**config.mk**
```make
export PLATFORM = sky130hd
export DESIGN_NAME = pipe_steer
export DESIGN_NICKNAME = d
export VERILOG_FILES = /design/src/rtl/steer_pkg.sv /design/src/rtl/steer_slot_dec.sv /design/src/rtl/steer_pair_rule.sv /design/src/rtl/pipe_steer.sv
export SDC_FILE = /design/constraint.sdc
export NUM_CORES = 1
export LEC_CHECK = 0
export ABC_AREA = 0
export BUFFER_PORTS_ARGS = -buffer_cell sky130_fd_sc_hd__buf_2
export CORE_AREA = 2 2 39 41
export DETAILED_ROUTE_END_ITERATION = 12
export DIE_AREA = 0 0 41 43
export HOLD_SLACK_MARGIN = 0.08
export PLACE_DENSITY = 0.41
export SLEW_MARGIN = 20
export SYNTH_ARGS = -nofsm -noshare
export SYNTH_HDL_FRONTEND = slang
export SYNTH_SLANG_ARGS = --single-unit
```
**constraint.sdc**
```tcl
create_clock -name clk -period 3.5 [get_ports clk]
set_input_delay 0.525 -clock clk [delete_from_list [all_inputs] [get_ports clk]]
set_output_delay 0.525 -clock clk [all_outputs]
set_load 0.02 [all_outputs]
```
**src/rtl/steer_pkg.sv**
```systemverilog
package steer_pkg;

    localparam int CLS_W   = 2;
    localparam int SLOTS   = 2;
    localparam int POP_W   = $clog2(SLOTS + 1);

    typedef enum logic [CLS_W-1:0] {
        CLS_PLAIN  = 2'b00,
        CLS_BRANCH = 2'b01,
        CLS_FLOAT  = 2'b10,
        CLS_EXCL   = 2'b11
    } cls_e;

    typedef enum logic {
        ST_FLOW = 1'b0,
        ST_HOLD = 1'b1
    } st_e;

    typedef struct packed {
        logic valid;
        logic any_pipe;
        logic x_only;
        logic excl;
    } slot_attr_t;

endpackage

```
**src/rtl/steer_slot_dec.sv**
```systemverilog
module steer_slot_dec
    import steer_pkg::*;
(
    input  logic             valid,
    input  logic [CLS_W-1:0] cls,
    output slot_attr_t       attr
);

    cls_e kind;

    always_comb begin
        kind          = cls_e'(cls);
        attr          = '0;
        attr.valid    = valid;
        unique case (kind)
            CLS_PLAIN:  attr.any_pipe = valid;
            CLS_BRANCH: attr.x_only   = valid;
            CLS_FLOAT:  attr.x_only   = valid;
            CLS_EXCL:   attr.excl     = valid;
            default:    attr          = '0;
        endcase
    end

endmodule

```
**src/rtl/steer_pair_rule.sv**
```systemverilog
module steer_pair_rule
    import steer_pkg::*;
(
    input  logic       enable,
    input  slot_attr_t older,
    input  slot_attr_t younger,
    input  logic       x_ready,
    input  logic       y_ready,
    output logic       x_go,
    output logic       y_go,
    output logic       y_pick,
    output logic       start_excl
);

    logic older_to_x;
    logic older_to_y;
    logic pair_ok;

    always_comb begin
        // Older entry takes X; exclusive work also needs Y idle.
        older_to_x = enable && older.valid && x_ready && (!older.excl || y_ready);
        // Plain older entry falls back to Y when X is busy.
        older_to_y = enable && older.any_pipe && !x_ready && y_ready;
        // Only a plain younger entry may ride along, and only beside a non-exclusive X issue.
        pair_ok    = older_to_x && !older.excl && younger.any_pipe && y_ready;

        x_go       = older_to_x;
        y_go       = older_to_y || pair_ok;
        y_pick     = pair_ok;
        start_excl = older_to_x && older.excl;
    end

endmodule

```
**src/rtl/pipe_steer.sv**
```systemverilog
module pipe_steer
    import steer_pkg::*;
(
    input  logic             clk,
    input  logic             rst_n,
    input  logic             slot0_valid,
    input  logic [CLS_W-1:0] slot0_class,
    input  logic             slot1_valid,
    input  logic [CLS_W-1:0] slot1_class,
    input  logic             x_ready,
    input  logic             y_ready,
    input  logic             excl_done,
    output logic             x_issue,
    output logic             y_issue,
    output logic             y_slot,
    output logic [POP_W-1:0] pop_count
);

    logic [SLOTS-1:0]             v_arr;
    logic [SLOTS-1:0][CLS_W-1:0]  c_arr;
    slot_attr_t [SLOTS-1:0]       attr;

    assign v_arr = {slot1_valid, slot0_valid};
    assign c_arr = {slot1_class, slot0_class};

    for (genvar s = 0; s < SLOTS; s++) begin : g_dec
        steer_slot_dec u_dec (
            .valid (v_arr[s]),
            .cls   (c_arr[s]),
            .attr  (attr[s])
        );
    end

    st_e  state, state_nx;
    logic flow_en;
    logic x_go, y_go, y_pick, start_excl;

    steer_pair_rule u_rule (
        .enable     (flow_en),
        .older      (attr[0]),
        .younger    (attr[1]),
        .x_ready    (x_ready),
        .y_ready    (y_ready),
        .x_go       (x_go),
        .y_go       (y_go),
        .y_pick     (y_pick),
        .start_excl (start_excl)
    );

    // State register.
    always_ff @(posedge clk or negedge rst_n) begin
        if (!rst_n) state <= ST_FLOW;
        else        state <= state_nx;
    end

    // Next state: START_EXCL and EXCL_DONE transitions.
    always_comb begin
        state_nx = state;
        unique case (state)
            ST_FLOW: if (start_excl) state_nx = ST_HOLD;
            ST_HOLD: if (excl_done)  state_nx = ST_FLOW;
            default: state_nx = ST_FLOW;
        endcase
    end

    // Outputs.
    always_comb begin
        flow_en   = 1'b0;
        x_issue   = 1'b0;
        y_issue   = 1'b0;
        y_slot    = 1'b0;
        pop_count = '0;
        unique case (state)
            ST_FLOW: begin
                flow_en   = 1'b1;
                x_issue   = x_go;
                y_issue   = y_go;
                y_slot    = y_pick;
                pop_count = POP_W'(x_go) + POP_W'(y_go);
            end
            ST_HOLD: begin
                flow_en   = 1'b0;
            end
            default: begin
                flow_en   = 1'b0;
            end
        endcase
    end

endmodule

```
# Word level (Yosys, flattened, before mapping)

Cells that the tools add are included.

RAM bits: 0
Bits in latches: 0
Bits in read-only memories: 0
Memories kept: 0
Bits in registers: 1
Output and inout bits: 5
Input port bits: 11

Add/subtract/negate cells: 1
Equal/unequal tests: 1
Mux-type cells: 11
Order comparisons: 0
Divide/modulo/power cells: 0
Reductions and logical operators: 16
Shift operators: 0
Bitwise logic cells: 1
Multipliers: 0

Operators by type and width:

| cell               | count |
|---|---|
| $logic_and 1x1->1  | 10 |
| $mux 1             | 8 |
| $logic_not 2->1    | 2 |
| $pmux 1 s2         | 2 |
| $add 1x1->2        | 1 |
| $eq 2x2->1 const B | 1 |
| $logic_not 1->1    | 2 |
| $logic_or 1x1->1   | 2 |
| $mux 2             | 1 |
| $not 1->1          | 1 |

# Depth between registers and ports, before layout

Depth after elaboration: 11
Depth in mapped cells: 5
Mapped depth without buffers: 5

# Cells and area by module

Synthesis repeated with hierarchy kept, for this count alone.

Cell total of the unflattened synthesis: 35
Area total of the unflattened synthesis: 265.3 µm²

By module, submodules not included:

| module          | area an instance (µm²) | seq. area each (µm²) | cells an instance | instances |
|---|---|---|---|---|
| steer_slot_dec  | 58.8                   | 0.0                  | 8                 | 2 |
| pipe_steer      | 90.1                   | 25.0                 | 10                | 1 |
| steer_pair_rule | 57.6                   | 0.0                  | 9                 | 1 |

# Worst setup path after synthesis

OpenSTA, ideal clock, no wires.

Kind: input port to output port
From: in slot0_class[0]
To: out pop_count[0]
Path slack: 1383 ps
Arrival: 1592 ps
Cell stages on the path: 5
Required time: 2975 ps
Buffers on the path: 0
Cell sequence: nand2_2 -> o211a_4 -> a22o_1 -> ha_1 -> nor2b_1

Longest elaborated chain between the ends: 11

RTL lines:

| item                            | RTL line                                     | text |
|---|---|---|
| start, declared                 | pipe_steer.sv:7                              | `input logic [CLS_W-1:0] slot0_class,` |
| $eq 2x2->1                      | steer_slot_dec.sv:15                         | `unique case (kind)` |
| $mux 1                          | steer_slot_dec.sv:15                         |  |
| $logic_not 1->1                 | steer_pair_rule.sv:21, steer_pair_rule.sv:25 |  |
| $logic_or 1x1->1                | steer_pair_rule.sv:21                        | `older_to_x = enable && older.valid && x_ready && (!older.excl \|\| y_ready);` |
| $logic_and 1x1->1               | steer_pair_rule.sv:21                        |  |
| $logic_and 1x1->1 (3 in series) | steer_pair_rule.sv:25                        | `pair_ok = older_to_x && !older.excl && younger.any_pipe && y_ready;` |
| $logic_or 1x1->1                | steer_pair_rule.sv:28                        | `y_go = older_to_y \|\| pair_ok;` |
| $add 1x1->2 (*)                 | pipe_steer.sv:79                             | `pop_count = POP_W'(x_go) + POP_W'(y_go);` |
| $mux 2 (*)                      | pipe_steer.sv:73                             | `unique case (state)` |
| end, declared                   | pipe_steer.sv:16                             | `output logic [POP_W-1:0] pop_count` |

Every way passes the cells marked *; elsewhere a longest branch is shown, timed or not.

# Worst setup path in the final report

From: in slot0_class[1]
To: out pop_count[0]

Same word-level chain as after synthesis.

==> impl_metrics.py <==
metrics = {
    "run_status": {
        "status": "finished, final reports clean",
    },
    "timing": {
        "fin_tns_setup_ps": 0,
        "setup_violations": 0,
        "relSlewSlack_pct": 73.3,
        "worstMarginPinSlew_ps": 395,
        "hold_violations": 0,
        "slew_viol_final": 0,
        "fin_crit_ps": 2280,
        "whs_ps": 300,
        "rsz0062_at_grt": "false",
        "clock.fmax_ghz": 0.439,
        "fin_worst_skew_ps": 0,
        "layout_worst_path_cycle_share_pct": 65.1,
    },
    "finish": {
        "area_growth_syn_to_layout_pct": 57.6,
        "fin_area_sq_um": 260,
        "diodes": 0,
        "largest_reg_flops": 1,
        "largestRegisters": "state: 1 flops",
        "instances_no_fill": 47,
        "largest-register": "state",
        "mostFrequentLayoutCells": "15 x buf_2, 3 x nor2b_1, 2 x a22o_1",
        "nets": 45,
        "fillers": 153,
        "final_common_cell": "buf_2",
        "drive_gt1_share_pct": 61.3,
    },
    "worst_setup_path": {
        "path_cells": "buf_2 -> nor4b_1 -> a22o_1 -> ha_1 -> nor2b_1 -> buf_2",
        "crit_path_max_incr_delay_ps": 400,
        "worst-path-buf-inv": 2,
        "rr_worst_depth": 3,
        "cp.depth": 6,
        "critPathSlowestCell": "nor4b_1",
        "cp_top_family": "simple AND/OR/NAND/NOR gates",
        "crit_path_max_fanout": 4,
        "critPathLaunchType": "input port",
        "crit_required_ps": 2970,
        "endpoint_kind": "output port",
        "crit_top_cell": "buf_2",
        "crit_type": "in -> out",
        "cp.arrival_ps": 1750,
    },
    "pwr": {
        "peakVddDrop_mv": 0.0756,
        "power.density_nw_per_um2": 133,
        "p_leak_nw": 0.151,
    },
    "clock_tree": {
        "ctsResizeCount": 0,
        "cts_post_setup_buffers_inserted": 0,
        "hold_buffers": 0,
        "worstSkewPairLatency_ps": 0,
        "clkSlewWorstSetupHoldPaths_ps": 0,
    },
    "floorplanning": {
        "num_rows": 14,
        "core_area_sq_um": 1380,
        "initial_core_util_pct": 11.9,
        "die_area_sq_um": 1760,
        "die_w_um": 41,
        "die-height_um": 43,
        "io_pins": 16,
    },
    "global_routing": {
        "grt_antenna_before_repair": 0,
        "use_met1_pct": 7.64,
        "grtUsageTotal_pct": 4.60,
        "busiest_layer": "met1",
        "grt_use_met2_pct": 6.88,
        "grt_overflow": 0,
        "grt_pass1_wl_um": 607,
        "use_met3_pct": 0,
        "grt_max_degree": 6,
        "grt_pass1_vias": 163,
    },
    "synthesis": {
        "synth_seq_cells": 1,
        "synth_area_sq_um": 165,
        "syn_inst": 16,
        "syn-mean-instance-area_sq_um": 10.3,
        "syn-num-nets": 28,
        "yosysSeqAreaShare_pct": 15.2,
        "yosysWarnings": 0,
        "yosysUniqueCellTypes": 13,
    },
    "placement": {
        "port_buffers": 15,
        "place_area_sq_um": 260,
        "place_inst": 47,
        "routabilityCongestion": 0.626,
        "post-dp-hpwl_um": 379,
    },
    "drt": {
        "drc": 0,
        "wl_um": 438,
        "viasPerCell": 4.02,
        "ant_nets": 0,
        "drt_iter0_drc": 2,
        "first_pass_iters": 2,
        "routed-via-count": 189,
        "wire_per_inst_um": 9.32,
    },
    "run": {
        "cap_violations": 0,
    },
    "hold_path": {
        "holdCritPathClass": "in -> async",
    },
}
==> path summary, 6_finish.rpt <==
check                                from  slack (ps)            to
max in group asynchronous           rst_n        3120         state
min                                 rst_n         300         state
min reg2reg                         state         690         state
min in group clk                    state         690         state
max reg2reg                         state        2480         state
max                        slot0_class[1]        1220  pop_count[0]
==> routing by layer <==
layer / part of all wire [%] / wire length, um
met4: 0 / 0
met3: 19 / 85
met5: 0 / 0
met2: 24 / 107
met1: 56 / 244
==> cells by family after synthesis <==
family          count (synthesis)  share of synthesized area [%]
compound gates                  6                           37.1
fa+ha+maj                       1                           7.57
flops                           1                           15.1
simple gates                    8                           40.2
==> synthesized netlist by cell type <==
cell type	number	area, sq um
nor2b_1	3	18.8
a22o_1	2	17.5
a31oi_1	1	6.26
nand2_2	1	6.26
ha_1	1	12.5
o211a_4	1	17.5
a41o_1	1	10.0
dfrtp_1	1	25.0
nor4b_1	1	8.76
nor2b_4	1	13.8
nand4bb_1	1	11.3
o211a_1	1	10.0
and2_2	1	7.51
==> stage by stage <==
stage / util, % / setup WS, ps / power (mW)
after CTS: 18.8 / 1250 / 0.0347
after global placement: 18.8 / 1230 / 0.0347
after floorplan: - / 1380 / 0.0238
after detailed placement: 18.8 / 1260 / 0.0345
final: 18.8 / 1220 / 0.0346
after global routing: 18.8 / 1170 / 0.0366
==> power by group <==
group,internal (mW),leakage (nW),switching [mW]
Combinational,0.0108,0.137,0.0111
Clock,0,0,0
Sequential,0.0122,0.0138,0.000546
Total,0.0230,0.151,0.0116
==> layout make-up <==
cell class / instances / area (sq um) / share of cell area (%)
flip-flops and latches: 1 / 25.0 / 9.62
multi-input cells: 15 / 140 / 53.8
repair buffers: 15 / 75.1 / 28.8
well taps: 16 / 20.0 / 7.69
(Power assumes the default switching activity.)
